[src/rtl/env_pkg.sv]
package env_pkg;
  localparam int SMP_W  = 12;
  localparam int FRAC_W = 16;

  typedef logic [SMP_W-1:0] smp_t;

  typedef enum logic {PH_SCAN, PH_SCORE} phase_t;

  // distance of a sample outside the band [lo, hi]; zero inside
  function automatic smp_t band_excess(smp_t s, smp_t lo, smp_t hi);
    if (s > hi) return s - hi;
    else if (s < lo) return lo - s;
    else return '0;
  endfunction

  function automatic smp_t lower_of(smp_t a, smp_t b);
    return (a < b) ? a : b;
  endfunction

  function automatic smp_t upper_of(smp_t a, smp_t b);
    return (a > b) ? a : b;
  endfunction
endpackage

[src/rtl/env_band_store.sv]
module env_band_store
  import env_pkg::*;
#(
  parameter int DEPTH = 64,
  parameter int IDX_W = $clog2(DEPTH)
) (
  input  logic             clk,
  input  logic             rst_n,
  input  logic             wr_en,
  input  logic [IDX_W-1:0] wr_idx,
  input  smp_t             wr_lo,
  input  smp_t             wr_hi,
  input  logic [IDX_W-1:0] rd_idx,
  output smp_t             rd_lo,
  output smp_t             rd_hi
);
  smp_t lo_all [DEPTH];
  smp_t hi_all [DEPTH];

  for (genvar g = 0; g < DEPTH; g++) begin : g_entry
    smp_t lo_q, hi_q;
    always_ff @(posedge clk) begin
      if (wr_en && wr_idx == IDX_W'(g)) begin
        lo_q <= wr_lo;
        hi_q <= wr_hi;
      end
    end
    assign lo_all[g] = lo_q;
    assign hi_all[g] = hi_q;
  end

  assign rd_lo = lo_all[rd_idx];
  assign rd_hi = hi_all[rd_idx];

  // the band written back is always ordered
  assert_band_order_R3: assert property (@(posedge clk) disable iff (!rst_n)
    wr_en |-> (wr_lo <= wr_hi));
endmodule

[src/rtl/env_sec_acc.sv]
module env_sec_acc
  import env_pkg::*;
#(
  parameter int NUM_SEC = 4,
  parameter int SEC_W   = $clog2(NUM_SEC),
  parameter int ACC_W   = 17
) (
  input  logic             clk,
  input  logic             rst_n,
  input  logic             en,
  input  logic             sec_end,
  input  logic [SEC_W-1:0] sec_idx,
  input  smp_t             dev,
  input  smp_t             wid,
  input  logic [SEC_W-1:0] rd_sec,
  output logic [ACC_W-1:0] rd_dev,
  output logic [ACC_W-1:0] rd_wid
);
  logic [ACC_W-1:0] run_dev, run_wid;
  logic [ACC_W:0]   dev_sum, wid_sum;
  logic [ACC_W-1:0] dev_all [NUM_SEC];
  logic [ACC_W-1:0] wid_all [NUM_SEC];

  assign dev_sum = {1'b0, run_dev} + (ACC_W+1)'(dev);
  assign wid_sum = {1'b0, run_wid} + (ACC_W+1)'(wid);

  always_ff @(posedge clk or negedge rst_n) begin
    if (!rst_n) begin
      run_dev <= '0;
      run_wid <= '0;
    end else if (en) begin
      run_dev <= sec_end ? '0 : dev_sum[ACC_W-1:0];
      run_wid <= sec_end ? '0 : wid_sum[ACC_W-1:0];
    end
  end

  for (genvar g = 0; g < NUM_SEC; g++) begin : g_slot
    logic [ACC_W-1:0] d_q, w_q;
    always_ff @(posedge clk or negedge rst_n) begin
      if (!rst_n) begin
        d_q <= '0;
        w_q <= '0;
      end else if (en && sec_end && sec_idx == SEC_W'(g)) begin
        d_q <= dev_sum[ACC_W-1:0];
        w_q <= wid_sum[ACC_W-1:0];
      end
    end
    assign dev_all[g] = d_q;
    assign wid_all[g] = w_q;
  end

  assign rd_dev = dev_all[rd_sec];
  assign rd_wid = wid_all[rd_sec];

  assert_no_overflow_R11: assert property (@(posedge clk) disable iff (!rst_n)
    en |-> (!dev_sum[ACC_W] && !wid_sum[ACC_W]));
endmodule

[src/rtl/env_frac_div.sv]
module env_frac_div #(
  parameter int NUM_W  = 17,
  parameter int FRAC_W = 16
) (
  input  logic              clk,
  input  logic              rst_n,
  input  logic              start,
  input  logic [NUM_W-1:0]  num,
  input  logic [NUM_W-1:0]  den,
  output logic              done,
  output logic [FRAC_W-1:0] quot
);
  localparam int CNT_W = $clog2(FRAC_W + 1);
  localparam int PW    = NUM_W + FRAC_W + 1;

  logic [NUM_W-1:0] rem, num_q, den_q;
  logic [NUM_W:0]   rem2;
  logic [CNT_W-1:0] cnt;
  logic             busy, sat_q, ge;

  assign rem2 = {rem, 1'b0};
  assign ge   = rem2 >= {1'b0, den_q};

  always_ff @(posedge clk or negedge rst_n) begin
    if (!rst_n) begin
      rem <= '0; num_q <= '0; den_q <= '0; cnt <= '0;
      busy <= 1'b0; sat_q <= 1'b0; done <= 1'b0; quot <= '0;
    end else begin
      done <= 1'b0;
      if (start) begin
        num_q <= num;
        den_q <= den;
        quot  <= '0;
        if (num >= den) begin
          sat_q <= 1'b1;
          quot  <= '1;
          done  <= 1'b1;
        end else begin
          sat_q <= 1'b0;
          rem   <= num;
          cnt   <= CNT_W'(FRAC_W);
          busy  <= 1'b1;
        end
      end else if (busy) begin
        rem  <= ge ? NUM_W'(rem2 - {1'b0, den_q}) : rem2[NUM_W-1:0];
        quot <= {quot[FRAC_W-2:0], ge};
        cnt  <= cnt - 1'b1;
        if (cnt == CNT_W'(1)) begin
          busy <= 1'b0;
          done <= 1'b1;
        end
      end
    end
  end

  logic [PW-1:0] prod_lo, prod_hi, scaled;
  assign prod_lo = PW'(quot) * PW'(den_q);
  assign prod_hi = (PW'(quot) + PW'(1)) * PW'(den_q);
  assign scaled  = PW'(num_q) << FRAC_W;

  // quotient is the floor of num*2^FRAC_W/den
  assert_quot_bounds_R6: assert property (@(posedge clk) disable iff (!rst_n)
    (done && !sat_q) |-> (prod_lo <= scaled && prod_hi > scaled));
endmodule

[src/rtl/env_dev_scorer.sv]
module env_dev_scorer
  import env_pkg::*;
#(
  parameter int SEC_LEN = 16,
  parameter int NUM_SEC = 4
) (
  input  logic                       clk,
  input  logic                       rst_n,
  input  logic                       mode_train,
  input  logic                       first_rec,
  input  logic                       s_valid,
  input  logic [11:0]                s_data,
  input  logic [15:0]                threshold,
  output logic                       score_valid,
  output logic [$clog2(NUM_SEC)-1:0] score_sec,
  output logic [15:0]                score,
  output logic                       done,
  output logic                       fail
);
  localparam int REC_LEN = SEC_LEN * NUM_SEC;
  localparam int IDX_W   = $clog2(REC_LEN);
  localparam int POS_W   = $clog2(SEC_LEN);
  localparam int SEC_W   = $clog2(NUM_SEC);
  localparam int ACC_W   = SMP_W + $clog2(SEC_LEN + 1);

  phase_t           phase;
  logic [IDX_W-1:0] idx;
  logic [POS_W-1:0] pos;
  logic [SEC_W-1:0] sec_in, sc_sec;
  logic             mode_q, first_q, div_start, fail_run;

  // named events used by the assertions and by the datapath
  logic at_start, eff_train, eff_first, take, sec_end, rec_end, wr_en, acc_en;
  assign at_start  = (idx == '0);
  assign eff_train = at_start ? mode_train : mode_q;
  assign eff_first = at_start ? first_rec  : first_q;
  assign take      = s_valid && (phase == PH_SCAN);
  assign sec_end   = (pos == POS_W'(SEC_LEN - 1));
  assign rec_end   = take && sec_end && (sec_in == SEC_W'(NUM_SEC - 1));
  assign wr_en     = take && eff_train;
  assign acc_en    = take && !eff_train;

  smp_t rd_lo, rd_hi, wr_lo, wr_hi, dev, wid;
  assign wr_lo = eff_first ? s_data : lower_of(rd_lo, s_data);
  assign wr_hi = eff_first ? s_data : upper_of(rd_hi, s_data);
  assign dev   = band_excess(s_data, rd_lo, rd_hi);
  assign wid   = rd_hi - rd_lo;

  env_band_store #(.DEPTH(REC_LEN), .IDX_W(IDX_W)) u_store (
    .clk(clk), .rst_n(rst_n), .wr_en(wr_en), .wr_idx(idx),
    .wr_lo(wr_lo), .wr_hi(wr_hi), .rd_idx(idx), .rd_lo(rd_lo), .rd_hi(rd_hi));

  logic [ACC_W-1:0] sum_dev, sum_wid;
  env_sec_acc #(.NUM_SEC(NUM_SEC), .SEC_W(SEC_W), .ACC_W(ACC_W)) u_acc (
    .clk(clk), .rst_n(rst_n), .en(acc_en), .sec_end(sec_end), .sec_idx(sec_in),
    .dev(dev), .wid(wid), .rd_sec(sc_sec), .rd_dev(sum_dev), .rd_wid(sum_wid));

  logic              div_done;
  logic [FRAC_W-1:0] div_quot;
  env_frac_div #(.NUM_W(ACC_W), .FRAC_W(FRAC_W)) u_div (
    .clk(clk), .rst_n(rst_n), .start(div_start), .num(sum_dev), .den(sum_wid),
    .done(div_done), .quot(div_quot));

  logic over;
  assign over = div_quot > threshold;

  always_ff @(posedge clk or negedge rst_n) begin
    if (!rst_n) begin
      phase <= PH_SCAN; idx <= '0; pos <= '0; sec_in <= '0; sc_sec <= '0;
      mode_q <= 1'b0; first_q <= 1'b0; div_start <= 1'b0; fail_run <= 1'b0;
      score_valid <= 1'b0; score_sec <= '0; score <= '0; done <= 1'b0; fail <= 1'b0;
    end else begin
      score_valid <= 1'b0;
      done        <= 1'b0;
      div_start   <= 1'b0;
      if (take) begin
        if (at_start) begin
          mode_q  <= mode_train;
          first_q <= first_rec;
        end
        idx    <= rec_end ? '0 : idx + 1'b1;
        pos    <= sec_end ? '0 : pos + 1'b1;
        if (sec_end) sec_in <= rec_end ? '0 : sec_in + 1'b1;
        if (rec_end && !eff_train) begin
          phase     <= PH_SCORE;
          sc_sec    <= '0;
          div_start <= 1'b1;
          fail_run  <= 1'b0;
        end
      end
      if (phase == PH_SCORE && div_done) begin
        score_valid <= 1'b1;
        score       <= div_quot;
        score_sec   <= sc_sec;
        if (sc_sec == SEC_W'(NUM_SEC - 1)) begin
          done  <= 1'b1;
          fail  <= fail_run | over;
          phase <= PH_SCAN;
        end else begin
          fail_run  <= fail_run | over;
          sc_sec    <= sc_sec + 1'b1;
          div_start <= 1'b1;
        end
      end
    end
  end

  assert_done_last_R7: assert property (@(posedge clk) disable iff (!rst_n)
    done |-> (score_valid && score_sec == SEC_W'(NUM_SEC - 1)));
  assert_done_pulse_R7: assert property (@(posedge clk) disable iff (!rst_n)
    done |=> !done);
  assert_fail_hold_R8: assert property (@(posedge clk) disable iff (!rst_n)
    !done |-> $stable(fail));
endmodule

[config.mk]
export PLATFORM = sky130hd
export DESIGN_NAME = env_dev_scorer
export DESIGN_NICKNAME = d
export VERILOG_FILES = /design/src/rtl/env_pkg.sv /design/src/rtl/env_band_store.sv /design/src/rtl/env_sec_acc.sv /design/src/rtl/env_frac_div.sv /design/src/rtl/env_dev_scorer.sv
export SDC_FILE = /design/constraint.sdc
export NUM_CORES = 2
export LEC_CHECK = 0
export ABC_AREA = 1
export BUFFER_PORTS_ARGS = -buffer_cell sky130_fd_sc_hd__buf_2
export CORE_ASPECT_RATIO = 1.4
export CORE_MARGIN = 2
export CORE_UTILIZATION = 35
export CTS_BUF_LIST = sky130_fd_sc_hd__clkbuf_8 sky130_fd_sc_hd__clkbuf_16
export DETAILED_ROUTE_END_ITERATION = 10
export GPL_ROUTABILITY_DRIVEN = 0
export PLACE_DENSITY = 0.46
export SETUP_SLACK_MARGIN = 0.4
export SYNTH_ARGS = -nofsm -noshare
export SYNTH_HDL_FRONTEND = slang
export SYNTH_SLANG_ARGS = --single-unit
[constraint.sdc]
create_clock -name clk -period 17.1 [get_ports clk]
set_clock_uncertainty 0.15 [all_clocks]
set_input_delay 3.42 -clock clk [delete_from_list [all_inputs] [get_ports clk]]
set_output_delay 3.42 -clock clk [all_outputs]
set_load 0.05 [all_outputs]
# Word level (Yosys, flattened, before mapping)
# Index checks and enable logic that the tools add are counted.
[totals] regBits=1803 inputBits=33 out_inout_bits=21
[op_classes] add_sub_neg=11 order_cmp=9 eq_ne=70 muxes=62 bitwise=4 reduce_logical=83
[op_table] cell="$eq A6 B6 Y1 const B" count=32
[op_table] cell="$mux W17" count=10
[op_table] cell="$bmux W12 S6" count=2
[op_table] cell="$mux W12" count=10
[op_table] cell="$eq A6 B5 Y1 const B" count=16
[op_table] cell="$logic_and A1 B1 Y1" count=76
[op_table] cell="$bmux W17 S2" count=2
[op_table] cell="$eq A6 B4 Y1 const B" count=8
[op_table] cell="$mux W16" count=3
[op_table] cell="$sub A12 B12 Y12" count=3
[op_table] cell="$add A17 B12 Y17" count=2
[op_table] cell="$mux W1" count=25
[op_table] cell="$eq A6 B3 Y1 const B" count=4
[op_table] cell="$gt A12 B12 Y1" count=2
[op_table] cell="$lt A12 B12 Y1" count=2
[op_table] cell="$ge A18 B17 Y1" count=1
[op_table] cell="$ge A17 B17 Y1" count=1
[op_table] cell="$sub A17 B17 Y17" count=1
[op_table] cell="$gt A16 B16 Y1" count=1
[op_table] cell="$mux W5" count=3
[op_table] cell="$eq A6 B2 Y1 const B" count=2
[op_table] cell="$mux W2" count=5
[op_table] cell="$ge A7 B7 Y1 const B" count=1
[op_table] cell="$not A6 Y7" count=1
[op_table] cell="other kinds (21)" count=26

# Depth between registers and ports, before layout
[depth] ltp_word=9 ltp_mapped=43 ltp_nobuf=38

# Hierarchy
# Synthesis repeated with hierarchy kept, for this count alone.
[unflattened] cells_unflattened=7691 hier_area_um2=80144.4
[modules_own_cells] mod="env_band_store" n_inst=1 cells_per_inst=5220 area_each_um2=62318.5
[modules_own_cells] mod="env_sec_acc" n_inst=1 cells_per_inst=1158 area_each_um2=8904.8
[modules_own_cells] mod="env_dev_scorer" n_inst=1 cells_per_inst=658 area_each_um2=4484.3
[modules_own_cells] mod="env_frac_div" n_inst=1 cells_per_inst=655 area_each_um2=4436.8

# Least setup slack after synthesis
# Ideal clock, no wire load.
[synth_path] path_type="in2reg" start="in s_data[0]" end="reg u_store.g_entry[0].lo_q[11] (data pin)" setup_time_ns=0.549 arrival_ns=6.711 required_ns=16.401 path_slack_ns=9.690 path_stages=8 path_buffers=1 path_cell_list="ha_1 > fa_1 > o21ai_0 > nand2_1 > nand4_1 > nor2_1 > clkbuf_1 > a21oi_1"
[synth_between] elab_chain_len=3
[synth_rtl] element="start, declared" line="env_dev_scorer.sv:12" text="input logic [11:0] s_data,"
[synth_rtl] element="$lt A12 B12 Y1" line="env_pkg.sv:17" text="return (a < b) ? a : b;"
[synth_rtl] element="$mux W12" line="env_pkg.sv:17"
[synth_rtl] element="$mux W12" line="env_dev_scorer.sv:44" text="assign wr_lo = eff_first ? s_data : lower_of(rd_lo, s_data);"
[synth_rtl] element="via u_store.wr_lo[11]" line="env_band_store.sv:11" text="input smp_t wr_lo,"
[synth_rtl] element="end signal, assigned" line="env_band_store.sv:24" text="lo_q <= wr_lo;"
[synth_rtl] element="end, declared" line="env_band_store.sv:21" text="smp_t lo_q, hi_q;"
# The timed path passes the listed nets, and every way through them passes these cells.
# A chain may end at the register's enable or synchronous reset.

# Worst setup path after layout
[layout_path] start="reg idx[0]" end="reg u_acc.g_slot[0].d_q[11]"
[layout_between] elab_chain_len=8 elab_cells_between_ends=20 classes_between="add/sub: 3; order compare: 2; mux: 9; bitwise: 1; reduce/logical: 5"
[layout_rtl] element="start, declared" line="env_dev_scorer.sv:27" text="logic [IDX_W-1:0] idx;"
[layout_rtl] element="start signal, assigned" line="env_dev_scorer.sv:81" text="idx <= rec_end ? '0 : idx + 1'b1;"
[layout_rtl] element="$not A6 Y7 (implied by the code)" line="env_band_store.sv:32, env_band_store.sv:33"
[layout_rtl] element="$bmux W12 S6" line="env_band_store.sv:32" text="assign rd_lo = lo_all[rd_idx];"
[layout_rtl] element="$mux W12 (implied by the code) (2 in series)" line="env_band_store.sv:32"
[layout_rtl] element="$sub A12 B12 Y12 / $lt A12 B12 Y1 (equally long branches)" line="env_pkg.sv:12" text="else if (s < lo) return lo - s;"
[layout_rtl] element="$mux W12" line="env_pkg.sv:12"
[layout_rtl] element="$mux W12" line="env_pkg.sv:11" text="if (s > hi) return s - hi;"
[layout_rtl] element="$add A17 B12 Y17" line="env_sec_acc.sv:24" text="assign dev_sum = {1'b0, run_dev} + (ACC_W+1)'(dev);"
[layout_rtl] element="end signal, assigned" line="env_sec_acc.sv:44" text="d_q <= dev_sum[ACC_W-1:0];"
[layout_rtl] element="end, declared" line="env_sec_acc.sv:38" text="logic [ACC_W-1:0] d_q, w_q;"
# Parallel ways exist; a longest one is shown, timed or not. The select of a mux whose other input is x is not followed.

==> out/metrics.cfg <==
[cts]
clock-sinks = 1803
cts_tree = done
cts-htree-levels = 4
hold_buffers = 0
clock_latency_ns = 0.86
path_clk_slew_ns = 0.06
root_buffer = clkbuf_16
cts_resized = 0
post_cts_buffers = 0
clockBufferDepth = 4
numCtsBuffers = 190

[logic_synthesis]
synth_cell_types = 42
synth-edff-count = 1536
synthesis.area_um2 = 77750
syn-num-nets = 7422
yosys_register_bits = 1803
yosys_warnings = 0
yosys.area.top_type = edfxtp_1
async_flop_share_pct = 14.81
synthTopCellsByCount = edfxtp_1, nand2_1, nor2_1
synth_area_per_cell_um2 = 10.71
synth_ff_type = edfxtp_1
synth_most_common_cell = edfxtp_1
synth_area_leaders = edfxtp_1, dfrtp_1, nand2_1
syn_inst = 7262
ys_seq_area_share_pct = 67.91
synth_top_area_share_pct = 59.32

[detailed_routing]
wire_per_inst_um = 24.03
routed_via_density = 5.209
drt_pass1_iterations = 6
drc_errors = 0
wl_um = 247600
drtIter0Drc = 4674
ant_nets = 0
vias = 53680

[global_routing]
grt_pass1_wl_um = 362000
grt_max_degree = 173
grtUsageTotal_pct = 21.58
grt_overflow = 0
grt_pass1_vias = 52710
antenna_found_initial = 13

[setup_path]
path_class = reg -> reg
critPathRequiredTime_ns = 17.63
slowest_stage = dfrtp_4
cp_common_cell = nand2_1
cp_max_fo = 80
start_kind = flip-flop
slowest_delay_ns = 0.86
end_kind = flip-flop
cp.arrival_ns = 9.03

[sta]
slew_headroom_pct = 9.966
setup_tns_ns = 0
rsz0062_at_grt = no
period_share_pct = 49.70
period_minus_slack_ns = 8.499
slew_viol_final = 0
finalHoldViolCount = 0
finalSetupViolations = 0
fmax_ghz = 0.1177
tightest_slew_ns = 1.345

[placed_design]
dp.final_hpwl_um = 139900
io_buffer_count = 53

[die]
fp.dieW_um = 402.3
num_rows = 204
die_area_um2 = 226000
start_util_pct = 35.22
core_area_um2 = 220800
die_h_um = 561.7
ioPinCount = 54

[cells_and_area]
fillerInstances = 21210
syn_to_final_growth_pct = 12.70
layout.nets = 7422
drive_gt1_share_pct = 7.707

[hold_path]
hp-class = reg -> reg

[job]
cap_violations = 0

[outcome]
outcome = finished, final reports clean

-- layout make-up --
class / count / area [µm²] / area share, %
Sequential cell: 1803 / 52810 / 60.27
Clock buffer: 201 / 4962 / 5.663
Antenna cell: 12 / 30.03 / 0.03427
Clock inverter: 138 / 1045 / 1.192
Inverter: 325 / 1240 / 1.415
Multi-Input combinational cell: 4743 / 22430 / 25.60
Timing Repair Buffer: 199 / 1496 / 1.708
Tap cell: 2884 / 3608 / 4.118
-- sequential cells by signal, indices dropped and copies added (netlist names), 2 cells and up --
register              cells
u_div.quot               16
u_acc.run_dev            17
u_acc.g_slot.w_q         68
u_div.rem                17
u_acc.run_wid            17
pos                       4
u_acc.g_slot.d_q         68
sc_sec                    2
u_div.den_q              17
idx                       6
score_sec                 2
score                    16
u_div.cnt                 5
u_store.g_entry.lo_q    768
u_store.g_entry.hi_q    768
sec_in                    2
-- through the flow --
stage | worst slack, ns | hold slack (ns) | instance area, µm² | util (%) | std cells
3_3_place_gp | 8.562 | 0.3084 | 81570 | 36.95 | 9953
4_1_cts | 8.534 | 0.3291 | 87580 | 39.67 | 10290
3_5_place_dp | 8.573 | 0.3150 | 81570 | 36.95 | 9953
2_1_floorplan | 9.690 | 0.2937 | 77750 | - | 7262
5_1_grt | 7.831 | 0.3440 | 87600 | 39.68 | 10290
6_report | 8.601 | 0.3250 | 87630 | 39.69 | 10310
-- path summary, 6_finish.rpt --
check / start / to / slack (ns) / cells past startpoint
worst min register to register: u_acc.g_slot[2].d_q[15]$_DFFE_PN0P_ / u_acc.g_slot[2].d_q[15]$_DFFE_PN0P_ / 0.32 / 2
max in group asynchronous: rst_n / u_acc.run_wid[0]$_DFFE_PN0P_ / 12.84 / 2
worst max register to register: idx[0]$_DFFE_PN0P_ / u_acc.g_slot[0].d_q[11]$_DFFE_PN0P_ / 8.60 / 32
min in group asynchronous: rst_n / score[7]$_DFFE_PN0P_ / 2.47 / 1
worst min-delay path: u_acc.g_slot[2].d_q[15]$_DFFE_PN0P_ / u_acc.g_slot[2].d_q[15]$_DFFE_PN0P_ / 0.32 / 2
worst max-delay path: idx[0]$_DFFE_PN0P_ / u_acc.g_slot[0].d_q[11]$_DFFE_PN0P_ / 8.60 / 32
-- routing by layer --
metal,up-vias,track usage [%],wire (µm),part of all wire [%]
met3,392,2.368,11470,4.6
li1,25030,-,-,-
met5,-,0,27,0.011
met2,1355,37.72,122900,50
met4,4,9.164,11010,4.4
met1,26900,27.04,102200,41
-- kinds of logic after synthesis --
| kind of cell | share of synthesized area [%] |
|---|---|
| and+or+nand+nor | 15.65 |
| DFF | 67.91 |
| AOI/OAI and AO/OA | 9.824 |
| adders and majority gates | 2.102 |
| muxes | 0.01287 |
| xor gates and xnor gates | 0.6308 |
| buffers and inverters | 3.864 |
-- critical path, delay by kind of cell (launching register included) --
| family | cells | cell delay (ns) |
|---|---|---|
| buffers and inverters | 6 | 1.87 |
| DFF | 1 | 0.86 |
| xor gates and xnor gates | 1 | 0.35 |
| and+or+nand+nor | 17 | 2.98 |
| adders and majority gates | 2 | 0.79 |
| AOI/OAI and AO/OA | 6 | 1.14 |
-- placed cells by master, fill, tap and decap left out, drive strengths merged, types with 21 or more instances in the layout --
cell type / instances
edfxtp: 1536
nand2: 1487
nor2: 1382
o21ai: 1062
inv: 370
dfrtp: 267
clkbuf: 201
buf: 199
o22ai: 196
nand3: 177
ha: 121
a21oi: 121
clkinv: 76
nand4: 42
xor2: 35
xnor2: 21
Power is left out: the tool's default activity adds up to more than one toggle a clock period on the data nets, which glitch-free logic cannot reach.
